### config.mk
export PLATFORM = sky130hd
export DESIGN_NAME = utb_timebase
export DESIGN_NICKNAME = d
export VERILOG_FILES = /design/src/rtl/utb_pkg.sv /design/src/rtl/utb_preload.sv /design/src/rtl/utb_prescaler.sv /design/src/rtl/utb_counter.sv /design/src/rtl/utb_repeat.sv /design/src/rtl/utb_timebase.sv
export SDC_FILE = /design/constraint.sdc
export NUM_CORES = 1
export LEC_CHECK = 0
export ABC_CLOCK_PERIOD_IN_PS = 5210
export BUFFER_PORTS_ARGS = -buffer_cell sky130_fd_sc_hd__buf_4
export CORE_MARGIN = 3
export CORE_UTILIZATION = 59
export CTS_CLUSTER_DIAMETER = 120
export DETAILED_ROUTE_END_ITERATION = 10
export GPL_TIMING_DRIVEN = 0
export PLACE_DENSITY = 0.92
export SLEW_MARGIN = 20
export SYNTH_ARGS = -nofsm -noshare
export SYNTH_HDL_FRONTEND = slang
export SYNTH_SLANG_ARGS = --single-unit
export TNS_END_PERCENT = 10
### constraint.sdc
create_clock -name clk -period 5.21 [get_ports clk]
set_input_delay 0.521 -clock clk [delete_from_list [all_inputs] [get_ports clk]]
set_output_delay 0.521 -clock clk [all_outputs]
set_load 0.005 [all_outputs]
### src/rtl/utb_pkg.sv
package utb_pkg;

  typedef enum logic [1:0] {
    MODE_UP   = 2'b00,
    MODE_DOWN = 2'b01,
    MODE_CTR  = 2'b10,
    MODE_CTRB = 2'b11
  } cnt_mode_e;

  function automatic logic is_center(input cnt_mode_e m);
    return m[1];
  endfunction

endpackage

### src/rtl/utb_preload.sv
module utb_preload #(
  parameter int W = 16
) (
  input  logic         clk,
  input  logic         rst_n,
  input  logic         wr_en,
  input  logic [W-1:0] wr_data,
  input  logic         load,
  output logic [W-1:0] pre_q,
  output logic [W-1:0] act_q
);

  always_ff @(posedge clk or negedge rst_n) begin
    if (!rst_n) begin
      pre_q <= '0;
      act_q <= '0;
    end else begin
      if (wr_en) pre_q <= wr_data;
      if (load)  act_q <= pre_q;
    end
  end

endmodule

### src/rtl/utb_prescaler.sv
module utb_prescaler #(
  parameter int W = 16
) (
  input  logic         clk,
  input  logic         rst_n,
  input  logic         tick,
  input  logic         reinit,
  input  logic [W-1:0] div,
  output logic         step
);

  logic [W-1:0] pcnt;
  logic         at_wrap;

  function automatic logic [W-1:0] f_next(input logic [W-1:0] v, input logic wrap);
    return wrap ? '0 : v + 1'b1;
  endfunction

  assign at_wrap = (pcnt >= div);
  assign step    = tick & at_wrap & ~reinit;

  always_ff @(posedge clk or negedge rst_n) begin
    if (!rst_n)       pcnt <= '0;
    else if (reinit)  pcnt <= '0;
    else if (tick)    pcnt <= f_next(pcnt, at_wrap);
  end

endmodule

### src/rtl/utb_counter.sv
module utb_counter
  import utb_pkg::*;
#(
  parameter int W = 16
) (
  input  logic         clk,
  input  logic         rst_n,
  input  logic         step,
  input  logic         reinit,
  input  cnt_mode_e    mode,
  input  logic [W-1:0] arr_act,
  input  logic [W-1:0] arr_reload,
  output logic [W-1:0] cnt,
  output logic         dir_down,
  output logic         roll
);

  logic         at_end;
  logic [W-1:0] nxt;
  logic         nxt_dir;

  // value taken after turning at an end of the center-aligned sweep
  function automatic logic [W-1:0] f_bounce(input logic [W-1:0] lim, input logic from_top);
    if (lim == '0) return '0;
    return from_top ? lim - 1'b1 : {{(W-1){1'b0}}, 1'b1};
  endfunction

  // end detection depends only on the active limit
  always_comb begin
    case (mode)
      MODE_UP:   at_end = (cnt >= arr_act);
      MODE_DOWN: at_end = (cnt == '0);
      default:   at_end = dir_down ? (cnt == '0) : (cnt >= arr_act);
    endcase
  end

  assign roll = step & at_end;

  always_comb begin
    nxt_dir = (mode == MODE_DOWN);
    case (mode)
      MODE_UP:   nxt = at_end ? '0 : cnt + 1'b1;
      MODE_DOWN: nxt = at_end ? arr_reload : cnt - 1'b1;
      default: begin
        if (!dir_down) begin
          nxt     = at_end ? f_bounce(arr_reload, 1'b1) : cnt + 1'b1;
          nxt_dir = at_end;
        end else begin
          nxt     = at_end ? f_bounce(arr_reload, 1'b0) : cnt - 1'b1;
          nxt_dir = ~at_end;
        end
      end
    endcase
  end

  always_ff @(posedge clk or negedge rst_n) begin
    if (!rst_n) begin
      cnt      <= '0;
      dir_down <= 1'b0;
    end else if (reinit) begin
      cnt      <= (mode == MODE_DOWN) ? arr_reload : '0;
      dir_down <= (mode == MODE_DOWN);
    end else if (step) begin
      cnt      <= nxt;
      dir_down <= nxt_dir;
    end
  end

endmodule

### src/rtl/utb_repeat.sv
module utb_repeat #(
  parameter int W = 8
) (
  input  logic         clk,
  input  logic         rst_n,
  input  logic         roll,
  input  logic         upd_evt,
  input  logic [W-1:0] rcr_act,
  input  logic [W-1:0] rcr_pre,
  output logic         hw_upd
);

  logic [W-1:0] rep;

  assign hw_upd = roll & (rep == '0);

  always_ff @(posedge clk or negedge rst_n) begin
    if (!rst_n)        rep <= '0;
    else if (upd_evt)  rep <= rcr_pre;
    else if (roll)     rep <= (rep == '0) ? rcr_act : rep - 1'b1;
  end

endmodule

### src/rtl/utb_timebase.sv
module utb_timebase
  import utb_pkg::*;
#(
  parameter int CNT_W = 16,
  parameter int RCR_W = 8
) (
  input  logic             clk,
  input  logic             rst_n,
  input  logic             cnt_tick,
  input  logic             wr_psc,
  input  logic             wr_arr,
  input  logic             wr_rcr,
  input  logic             wr_cmp,
  input  logic [CNT_W-1:0] wr_data,
  input  logic [1:0]       cfg_mode,
  input  logic             cfg_urs,
  input  logic             cfg_udis,
  input  logic             cfg_uie,
  input  logic             cfg_ude,
  input  logic             sw_ug,
  input  logic             slv_rst,
  input  logic             flag_clr,
  output logic [CNT_W-1:0] cnt_val,
  output logic             cnt_dir,
  output logic             uif,
  output logic             irq,
  output logic             dma_req,
  output logic [CNT_W-1:0] act_psc,
  output logic [CNT_W-1:0] act_arr,
  output logic [RCR_W-1:0] act_rcr,
  output logic [CNT_W-1:0] act_cmp
);

  localparam int NWIDE   = 3;
  localparam int IDX_PSC = 0;
  localparam int IDX_ARR = 1;
  localparam int IDX_CMP = 2;

  cnt_mode_e                    mode;
  logic [NWIDE-1:0]             wide_wr;
  logic [NWIDE-1:0][CNT_W-1:0]  wide_pre;
  logic [NWIDE-1:0][CNT_W-1:0]  wide_act;
  logic [RCR_W-1:0]             rcr_pre;
  logic                         reinit;
  logic                         cnt_step;
  logic                         roll;
  logic                         hw_upd;
  logic                         upd_evt;
  logic                         flag_set;
  logic [CNT_W-1:0]             arr_reload;

  assign mode    = cnt_mode_e'(cfg_mode);
  assign wide_wr = {wr_cmp, wr_arr, wr_psc};

  // named events used by the logic and by the bound checker
  assign reinit     = sw_ug | slv_rst;
  assign upd_evt    = ~cfg_udis & (hw_upd | reinit);
  assign flag_set   = upd_evt & (~cfg_urs | hw_upd);
  assign arr_reload = upd_evt ? wide_pre[IDX_ARR] : wide_act[IDX_ARR];

  generate
    for (genvar gi = 0; gi < NWIDE; gi++) begin : g_wide
      utb_preload #(.W(CNT_W)) u_reg (
        .clk     (clk),
        .rst_n   (rst_n),
        .wr_en   (wide_wr[gi]),
        .wr_data (wr_data),
        .load    (upd_evt),
        .pre_q   (wide_pre[gi]),
        .act_q   (wide_act[gi])
      );
    end
  endgenerate

  utb_preload #(.W(RCR_W)) u_rcr (
    .clk     (clk),
    .rst_n   (rst_n),
    .wr_en   (wr_rcr),
    .wr_data (wr_data[RCR_W-1:0]),
    .load    (upd_evt),
    .pre_q   (rcr_pre),
    .act_q   (act_rcr)
  );

  utb_prescaler #(.W(CNT_W)) u_psc (
    .clk    (clk),
    .rst_n  (rst_n),
    .tick   (cnt_tick),
    .reinit (reinit),
    .div    (wide_act[IDX_PSC]),
    .step   (cnt_step)
  );

  utb_counter #(.W(CNT_W)) u_cnt (
    .clk        (clk),
    .rst_n      (rst_n),
    .step       (cnt_step),
    .reinit     (reinit),
    .mode       (mode),
    .arr_act    (wide_act[IDX_ARR]),
    .arr_reload (arr_reload),
    .cnt        (cnt_val),
    .dir_down   (cnt_dir),
    .roll       (roll)
  );

  utb_repeat #(.W(RCR_W)) u_rep (
    .clk     (clk),
    .rst_n   (rst_n),
    .roll    (roll),
    .upd_evt (upd_evt),
    .rcr_act (act_rcr),
    .rcr_pre (rcr_pre),
    .hw_upd  (hw_upd)
  );

  always_ff @(posedge clk or negedge rst_n) begin
    if (!rst_n) begin
      uif     <= 1'b0;
      dma_req <= 1'b0;
    end else begin
      if (flag_set)      uif <= 1'b1;
      else if (flag_clr) uif <= 1'b0;
      dma_req <= flag_set & cfg_ude;
    end
  end

  assign irq     = uif & cfg_uie;
  assign act_psc = wide_act[IDX_PSC];
  assign act_arr = wide_act[IDX_ARR];
  assign act_cmp = wide_act[IDX_CMP];

endmodule

Word level (Yosys, flattened, before mapping). Index checks and enable logic that the tools add are counted.

Flip-flop bits (word level): 155. Input bits: 32. Output and inout bits: 76. Logic and storage cells: 78.

$add $sub $neg: 5. Magnitude comparators: 2. Eq/ne operators: 1. Muxes and demuxes: 32. Bitwise logic cells: 15. Reduce and logical (&&, ||, !) cells: 9.

Operator list (number): two-way mux 16 bit (15); adder 16 x 1 -> 16 bit (second input constant) (2); greater-or-equal comparator 16 bit (2); zero test 16 bit (2); case mux 16 bit (2 select lines) (1); subtractor 16 x 1 -> 16 bit (second input constant) (2); two-way mux 8 bit (3); two-way mux 1 bit (11); AND 1 bit (8); zero test 8 bit (1); nonzero test 2 bit (4); subtractor 8 x 1 -> 8 bit (second input constant) (1); inverter 1 bit (4); case mux 1 bit (2 select lines) (2); OR 1 bit (3); == test 2 x 1 -> 1 bit (second input constant) (1); zero test 2 bit (1); OR reduction 2 bit (1).

Logic depth before layout (Yosys ltp). Gate-level depths: netlist (run 1).

Depth after elaboration: 18. Depth in mapped cells: 20. Mapped depth without buffers: 18.

Cells and area by module. Synthesis (run 1) repeated with hierarchy kept, for this count alone.

Cell total of the unflattened synthesis: 890. Area, all modules: 9878.2 um^2.

By module, submodules not included: utb_preload at g_wide[0].u_reg ... (instances 3, cells an instance 68, area an instance 1298.7 um^2, seq. area each 800.8 um^2); utb_counter (instances 1, cells an instance 335, area an instance 2583.7 um^2, seq. area each 425.4 um^2); utb_prescaler (instances 1, cells an instance 160, area an instance 1408.9 um^2, seq. area each 400.4 um^2); utb_timebase (instances 1, cells an instance 87, area an instance 681.9 um^2, seq. area each 50.0 um^2); utb_preload at u_rcr (instances 1, cells an instance 34, area an instance 663.1 um^2, seq. area each 400.4 um^2); utb_repeat (instances 1, cells an instance 70, area an instance 644.4 um^2, seq. area each 200.2 um^2).

Least setup slack after synthesis (run 1). No wires, ideal clock.

Path kind: register to register. From: register u_cnt.cnt[0]. To: register u_cnt.cnt[12]. Setup time: 0.126 ns. Arrival time: 4.547 ns. Data required time: 5.084 ns. Slack: 0.537 ns. Cell stages (with the launch flop): 20. Path buffers: 3. Period minus slack after synthesis: 4.673 ns. Cell sequence: dfrtp_1 > inv_1 > ha_1 > nor3b_4 > nand3b_4 > or4_4 > o21ai_4 > or3_1 > buf_6 > nand2_4 > buf_6 > mux2i_1 > ha_1 > nand4_1 > or3_1 > or3_1 > a2111o_1 > buf_4 > a311oi_1 > nor2_1.

Word-level cells in the longest chain between the ends: 18. Elaborated cells between the ends (all ways): 29. Classes of those cells: 3 x add/sub; 1 x order compare; 19 x mux; 4 x bitwise; 2 x reduce/logical.

Ends and longest elaborated chain: start: declaration (RTL line utb_counter.sv:13) `output logic [W-1:0] cnt,`; start signal: assignment (RTL line utb_counter.sv:61) `cnt <= (mode == MODE_DOWN) ? arr_reload : '0;`; start signal: assignment (RTL line utb_counter.sv:64) `cnt <= nxt;`; parallel branches: the longest is 17 deep, another holds greater-or-equal comparator 16 bit; two-way mux 16 bit * (RTL line utb_counter.sv:60) `end else if (reinit) begin`.

Mark *: on every way between the ends. The select of a mux whose other input is x is not followed. A chain may end at the register's enable or synchronous reset.

Worst setup path after layout (run 1).
From: register u_cnt.cnt[1]. To: register u_cnt.cnt[5].

Same word-level chain as after synthesis.

==> results of run 1 <==
-- state kept, by name, indices dropped and copies added (netlist names) --
register	cells
g_wide.u_reg.act_q	48
g_wide.u_reg.pre_q	48
u_cnt.cnt	16
u_psc.pcnt	16
u_rcr.act_q	8
u_rcr.pre_q	8
u_rep.rep	8
dma_req	1
u_cnt.dir_down	1
uif	1
-- cell type report --
cell class                 instances  area (µm²)  area share
multi-input combinational        755        5029      0.4519
sequential                       155        3891      0.3497
timing repair buffer             109       845.8     0.07601
clock buffer                      17       425.4     0.03823
buffer                            60       284.0     0.02552
tap                              211       264.0     0.02372
clock inverter                    15       197.7     0.01776
inverter                          51       191.4     0.01720
-- through the flow --
step	worst slack (ps)	utilization	cell area, µm²
final	137.0	0.7266	11130
after global routing	-45.52	0.7266	11130
after CTS	6.042	0.7198	11020
after detailed placement	-614.0	0.6755	10340
after global placement	-514.0	0.6732	10310
after floorplan	537.5	-	9288
-- critical path, stage by stage, from the launching register on --
cell,delay (ps)
dfrtp_2,490
inv_1,90
ha_1,210
nor3b_4,280
nand3b_4,160
or4_4,520
o21ai_4,130
or3_1,160
buf_6,150
nand2_4,100
buf_6,180
mux2i_4,240
ha_4,210
nand4_1,200
or3_4,440
or3_1,310
a2111o_1,530
buf_4,190
a211oi_1,230
o41ai_1,110
-- path summary, 6_finish.rpt --
kind	from	to	slack (ps)
min in group clk	flag_clr	uif	290
max in group asynchronous	rst_n	g_wide[1].u_reg.act_q[1]	4330
min	rst_n	u_psc.pcnt[10]	100
max	u_cnt.cnt[1]	u_cnt.cnt[5]	140
min reg2reg	g_wide[2].u_reg.pre_q[6]	g_wide[2].u_reg.act_q[6]	480
max reg2reg	u_cnt.cnt[1]	u_cnt.cnt[5]	140
-- report_power, final --
part | internal, mW | switching, mW
clock | 0.734 | 0.587
sequential | 1.49 | 0.328
combinational | 0.827 | 1.14
total | 3.05 | 2.06
-- routing by layer --
metal	vias up	share of wire
li1	3862	-
met1	4233	0.39
met2	601	0.48
met3	122	0.089
met4	0	0.042
met5	-	0
-- synth_stat cells, drive strengths merged (3+ instances only) --
master | n | area (µm²)
a22oi | 5 | 37.54
a211oi | 15 | 112.6
nand3 | 24 | 120.1
o2111ai | 3 | 26.28
inv | 50 | 187.7
o211ai | 7 | 52.55
nand4 | 9 | 56.30
nor2 | 91 | 360.3
o31ai | 8 | 60.06
nand2 | 148 | 563.0
nand3b | 3 | 35.03
and4 | 3 | 26.28
or4 | 7 | 56.30
or3 | 11 | 68.82
o22ai | 5 | 31.28
nor4 | 7 | 50.05
o2bb2ai | 3 | 26.28
or2 | 5 | 31.28
o21ai | 103 | 534.3
and3 | 17 | 106.4
dfrtp | 155 | 3879
mux2 | 56 | 630.6
clkbuf | 35 | 131.4
nand2b | 5 | 31.28
xor2 | 25 | 219.0
a31oi | 13 | 81.33
buf | 25 | 152.6
ha | 37 | 462.9
xnor2 | 21 | 183.9
mux2i | 19 | 219.0
nor3 | 20 | 116.4
o21a | 6 | 45.04
a21oi | 42 | 225.2
a311oi | 4 | 35.03
a31o | 3 | 26.28
-- cells by family (layout without fill, tap and decap cells) --
group,count (synthesis),count (layout),share of synthesized area
adders and majority gates,37,37,0.04984
DFF,155,155,0.4176
muxes,75,75,0.09147
AOI/OAI and AO/OA,238,238,0.1626
xor gates and xnor gates,46,46,0.04338
buffers and inverters,111,252,0.05119
and+or+nand+nor,359,359,0.1839
-- repair_timing --
action | CTS | global route
endpoints found under the setup margin | 15 | 14
buffers inserted | 1 | 6
resized for setup | 10 | 18
pin swaps | 0 | 6
==> reports/results.ini, run 1 <==
[cts]
holdBufCountCts = 0
htreeDepth = 4
clkSlewWorstSetupHoldPaths_ps = 70
cts_tree = done
insertion_delay_ps = 450
cts_inserted_buffers = 17
tritoncts_num_sinks = 155
ctsRootBufferMaster = clkbuf_16
clock_path_buffers = 2

[die]
ios = 108
chipHeight_um = 131.5
floorplan_die_width_um = 131.5
fp.dieArea_um2 = 17280
initial_utilization = 0.6065
coreArea_um2 = 15310
rows = 45

[synthesis]
synth-seq-cells = 155
synth_top_flop_cell = dfrtp_1
synth_edf_count = 0
ys_seq_area_frac = 0.4176
syn-instance-count = 1021
yosysWarnings = 0
syn_nets = 1090
post_synth_num_cell_types = 81
syn_area_um2 = 9288
avgSynthCellArea_um2 = 9.097
ys_async_sr_fraction = 1.000

[worst_setup_path]
timing.setup.critical_path_class = reg2reg
critPathMaxFanout = 10
crit_path_end_kind = flip-flop
start_kind = flip-flop
reg2regPathDepth = 19
cp_data_arrival_time_ps = 5380
worst_ep_required_time_ps = 5510

[sta]
fmaxAchievable_mhz = 197.1
finalMaxSlewViolations = 0
finalWorstPathRequiredPeriod_ps = 5073
whs_ps = 96.10
final.setup.tns_ps = 0
max_slew.worst_pin.slew_ps = 1044
setup-violations-final = 0
maxSlewHeadroom = 0.2974
final_min_period_over_clock_period = 0.9737
finalClockSkew_ps = 8.561
finalHoldViolCount = 0

[place]
place.detailed.instances = 1334
port-buffer-count = 101
place.detailed.hpwl_um = 20990
finalWeightedCongestion = 0.9684

[final_layout]
mostFrequentLayoutCell = nand2_1
finalNetCount = 1218
finish.cell_count_without_fillers = 1373
antenna-diode-count = 0
layout_fillers = 1082
post_route_cells_drive_above_1_share = 0.2306
mostFrequentLayoutCells = 147 x nand2_1, 145 x dfrtp_1, 109 x buf_4
area.growth.synth_to_final_pct = 19.82

[global_routing]
gr-max-usage-layer = met2
grtUsageMet3 = 0.05819
grt_antenna_before_repair = 1
largest_net_degree_at_the_start_of_global_routing = 93
grt_pass1_wl_um = 47450
number_of_global_route_vias_before_repair = 8576
grt_use_met1 = 0.4469
grt_util_met2 = 0.5731
grt_overflow_total = 0
track_usage = 0.3461

[detailed_routing]
antenna_violating_nets_post_route = 0
detail_route.vias_per_cell = 6.422
via_count = 8818
drt_first_pass_iters = 6
drt_iter0_drc = 1152
remaining_drc_errors = 0
route.detailed.wl_per_inst_um = 22.19
wl_um = 30470

[worst_hold_path]
worst_hold_path_type = in2async

[status]
run_status = finished clean

[power_and_ir_drop]
max-vdd-ir-drop_mv = 0.3388
power_total_mw = 5.103
power.static_leakage_nw = 5.039
power.density_nw_per_um2 = 458.6

[flow_run]
drv_cap = 0

Note: power is estimated with default switching activity, not from simulation.
==> run 2: changes to the inputs <==
- GPL_TIMING_DRIVEN: 0 -> unset
- TNS_END_PERCENT: 10 -> 30
==> reports/results.ini, run 2 (synthesis gave the netlist of run 1 again) <==
[sta]
final.setup.tns_ps = 0  ; unchanged
max_slew.worst_pin.slew_ps = 937.6  ; -106.6 ps
fmaxAchievable_mhz = 208.3  ; +5.7%
finalWorstPathRequiredPeriod_ps = 4801  ; -271.8 ps
finalMaxSlewViolations = 0  ; unchanged
finalHoldViolCount = 0  ; unchanged
maxSlewHeadroom = 0.3749  ; +0.07748
final_min_period_over_clock_period = 0.9215  ; -0.05217
rsz0062_at_grt = false
setup-violations-final = 0  ; unchanged
final_critical_path_setup_slack_ps = 408.8  ; +271.8 ps
finalClockSkew_ps = 10.86  ; +2.294 ps
whs_ps = 186.2  ; +90.05 ps

[cts]
holdBufCountCts = 0  ; unchanged
cts_resized = 0  ; -10
clkSlewWorstSetupHoldPaths_ps = 70  ; about the same
tritoncts_num_sinks = 155  ; unchanged
insertion_delay_ps = 440  ; about the same
clock_path_buffers = 2  ; unchanged
cts_setup_buffers = 0  ; -1
cts_tree = done
htreeDepth = 4  ; unchanged
cts_inserted_buffers = 17  ; unchanged
ctsRootBufferMaster = clkbuf_16

[detailed_routing]
drt_iter0_drc = 1170  ; +1.6%
via_count = 8478  ; -3.9%
drt_first_pass_iters = 7  ; +1
detail_route.vias_per_cell = 6.379  ; -0.67%
remaining_drc_errors = 0  ; unchanged
route.detailed.wl_per_inst_um = 21.53  ; -3.0%
antenna_violating_nets_post_route = 0  ; unchanged
wl_um = 28610  ; -6.1%

[power_and_ir_drop]
switching_pwr_mw = 1.961  ; -4.6%
power_frac_comb = 0.380  ; -0.005
power_total_mw = 4.914  ; -3.7%
cell_internal_pwr_mw = 2.953  ; -3.1%
netSwitchingFraction = 0.3991  ; -0.003662
max-vdd-ir-drop_mv = 0.3314  ; -2.2%
seq_power_share = 0.367  ; +0.011
power_share_of_the_clock_group = 0.253  ; -0.006
power.static_leakage_nw = 4.966  ; -1.5%
power.density_nw_per_um2 = 455.1  ; -0.77%

[global_routing]
grt_antenna_before_repair = 0  ; -1
grt_overflow_total = 0  ; unchanged
track_usage = 0.3301  ; -0.01600
number_of_global_route_vias_before_repair = 8480  ; -1.1%
largest_net_degree_at_the_start_of_global_routing = 118  ; +27%
grt_pass1_wl_um = 45710  ; -3.7%

[place]
post_dp_cell_area_um2 = 10210  ; -1.3%
port-buffer-count = 107  ; +5.9%
place.detailed.hpwl_um = 19440  ; -7.4%
place.detailed.instances = 1297  ; -2.8%
finalWeightedCongestion = 0.9950  ; +2.7%
worst_case_setup_slack_after_placement_ps = 506.6  ; +1121 ps

[die]
initial_utilization = 0.6065  ; unchanged
floorplan_die_width_um = 131.5  ; unchanged
chipHeight_um = 131.5  ; unchanged
rows = 45  ; unchanged
coreArea_um2 = 15310  ; unchanged
ios = 108  ; unchanged
fp.dieArea_um2 = 17280  ; unchanged

[worst_setup_path]
critPathMaxFanout = 13  ; +3
worst_ep_required_time_ps = 5510  ; about the same
cp_data_arrival_time_ps = 5100  ; -280 ps
start_kind = flip-flop
crit_path_end_kind = flip-flop
timing.setup.critical_path_class = reg2reg
r2r_setup_slack_ps = 410  ; +270 ps

[final_layout]
top_regs = g_wide.u_reg.act_q x48, g_wide.u_reg.pre_q x48
mostFrequentLayoutCells = 155 x dfrtp_1, 147 x nand2_1, 124 x buf_4
finalNetCount = 1174  ; -3.6%
post_route_cells_drive_above_1_share = 0.2191  ; -0.01150
finish.cell_count_without_fillers = 1329  ; -3.2%
stdcell_area_um2 = 10800  ; -3.0%
mostFrequentLayoutCell = dfrtp_1
antenna-diode-count = 0  ; unchanged
finalCoreUtilization = 0.7051  ; -0.02149
area.growth.synth_to_final_pct = 16.27

[flow_run]
drv_cap = 0  ; unchanged

[status]
run_status = finished clean

[worst_hold_path]
worst_hold_path_type = in2async

-- run 2: changes by cell type in the layout (fill, tap and decap cells not counted), sizes merged --
cell,previous run,this run
clkinv,4,8
buf,134,124
inv,59,56
clkbuf,52,18
bufinv,2,1
-- run 2: per-layer routing --
metal / routed length, µm / GRT usage / vias to the layer above
li1: - / - / 3760
met1: 10830 / 0.4222 / 4077
met2: 13890 / 0.5524 / 538
met3: 2701 / 0.06279 / 103
met4: 1188 / 0.1383 / 0
met5: 0 / 0 / -
-- run 2: area by class of cell --
class	instances	area (µm²)
sequential	155	3879
clock buffer	17	425.4
inverter	51	191.4
multi-input combinational	755	4938
timing repair buffer	125	944.7
fill	1118	4516
tap	211	264.0
clock inverter	15	156.4
-- run 2: final timing paths --
path                                      startpoint                         to  cells past startpoint
setup / recovery           g_wide[0].u_reg.act_q[11]               u_cnt.cnt[5]                     17
hold / removal                                 rst_n  g_wide[0].u_reg.act_q[13]                      1
setup reg to reg           g_wide[0].u_reg.act_q[11]               u_cnt.cnt[5]                     17
hold reg to reg            g_wide[2].u_reg.pre_q[14]  g_wide[2].u_reg.act_q[14]                      2
max in group asynchronous                      rst_n             u_cnt.dir_down                      2
min in group clk                            flag_clr                        uif                      2
-- run 2: worst max-delay path: stages (launching register included) --
cell and delay, ps:
dfrtp_1 360, inv_1 60, ha_1 330, a21oi_1 210, o21ai_0 140, a211oi_1 490, a211oi_2 290, a21oi_4 350
nor2_8 70, mux2i_1 210, ha_1 280, nand4_1 200, or3_1 420, or3_1 320, a2111o_1 390, buf_4 210
a211oi_1 220, o41ai_1 110
-- run 2: power groups by stage --
stage / combinational (mW) / sequential, mW / clock [mW]
final: 1.87 / 1.80 / 1.24
after floorplan: 1.06 / 1.72 / 0
after global placement: 1.73 / 1.77 / 0
after detailed placement: 1.80 / 1.79 / 0
after global routing: 2.03 / 1.83 / 1.29
after CTS: 1.84 / 1.79 / 1.24
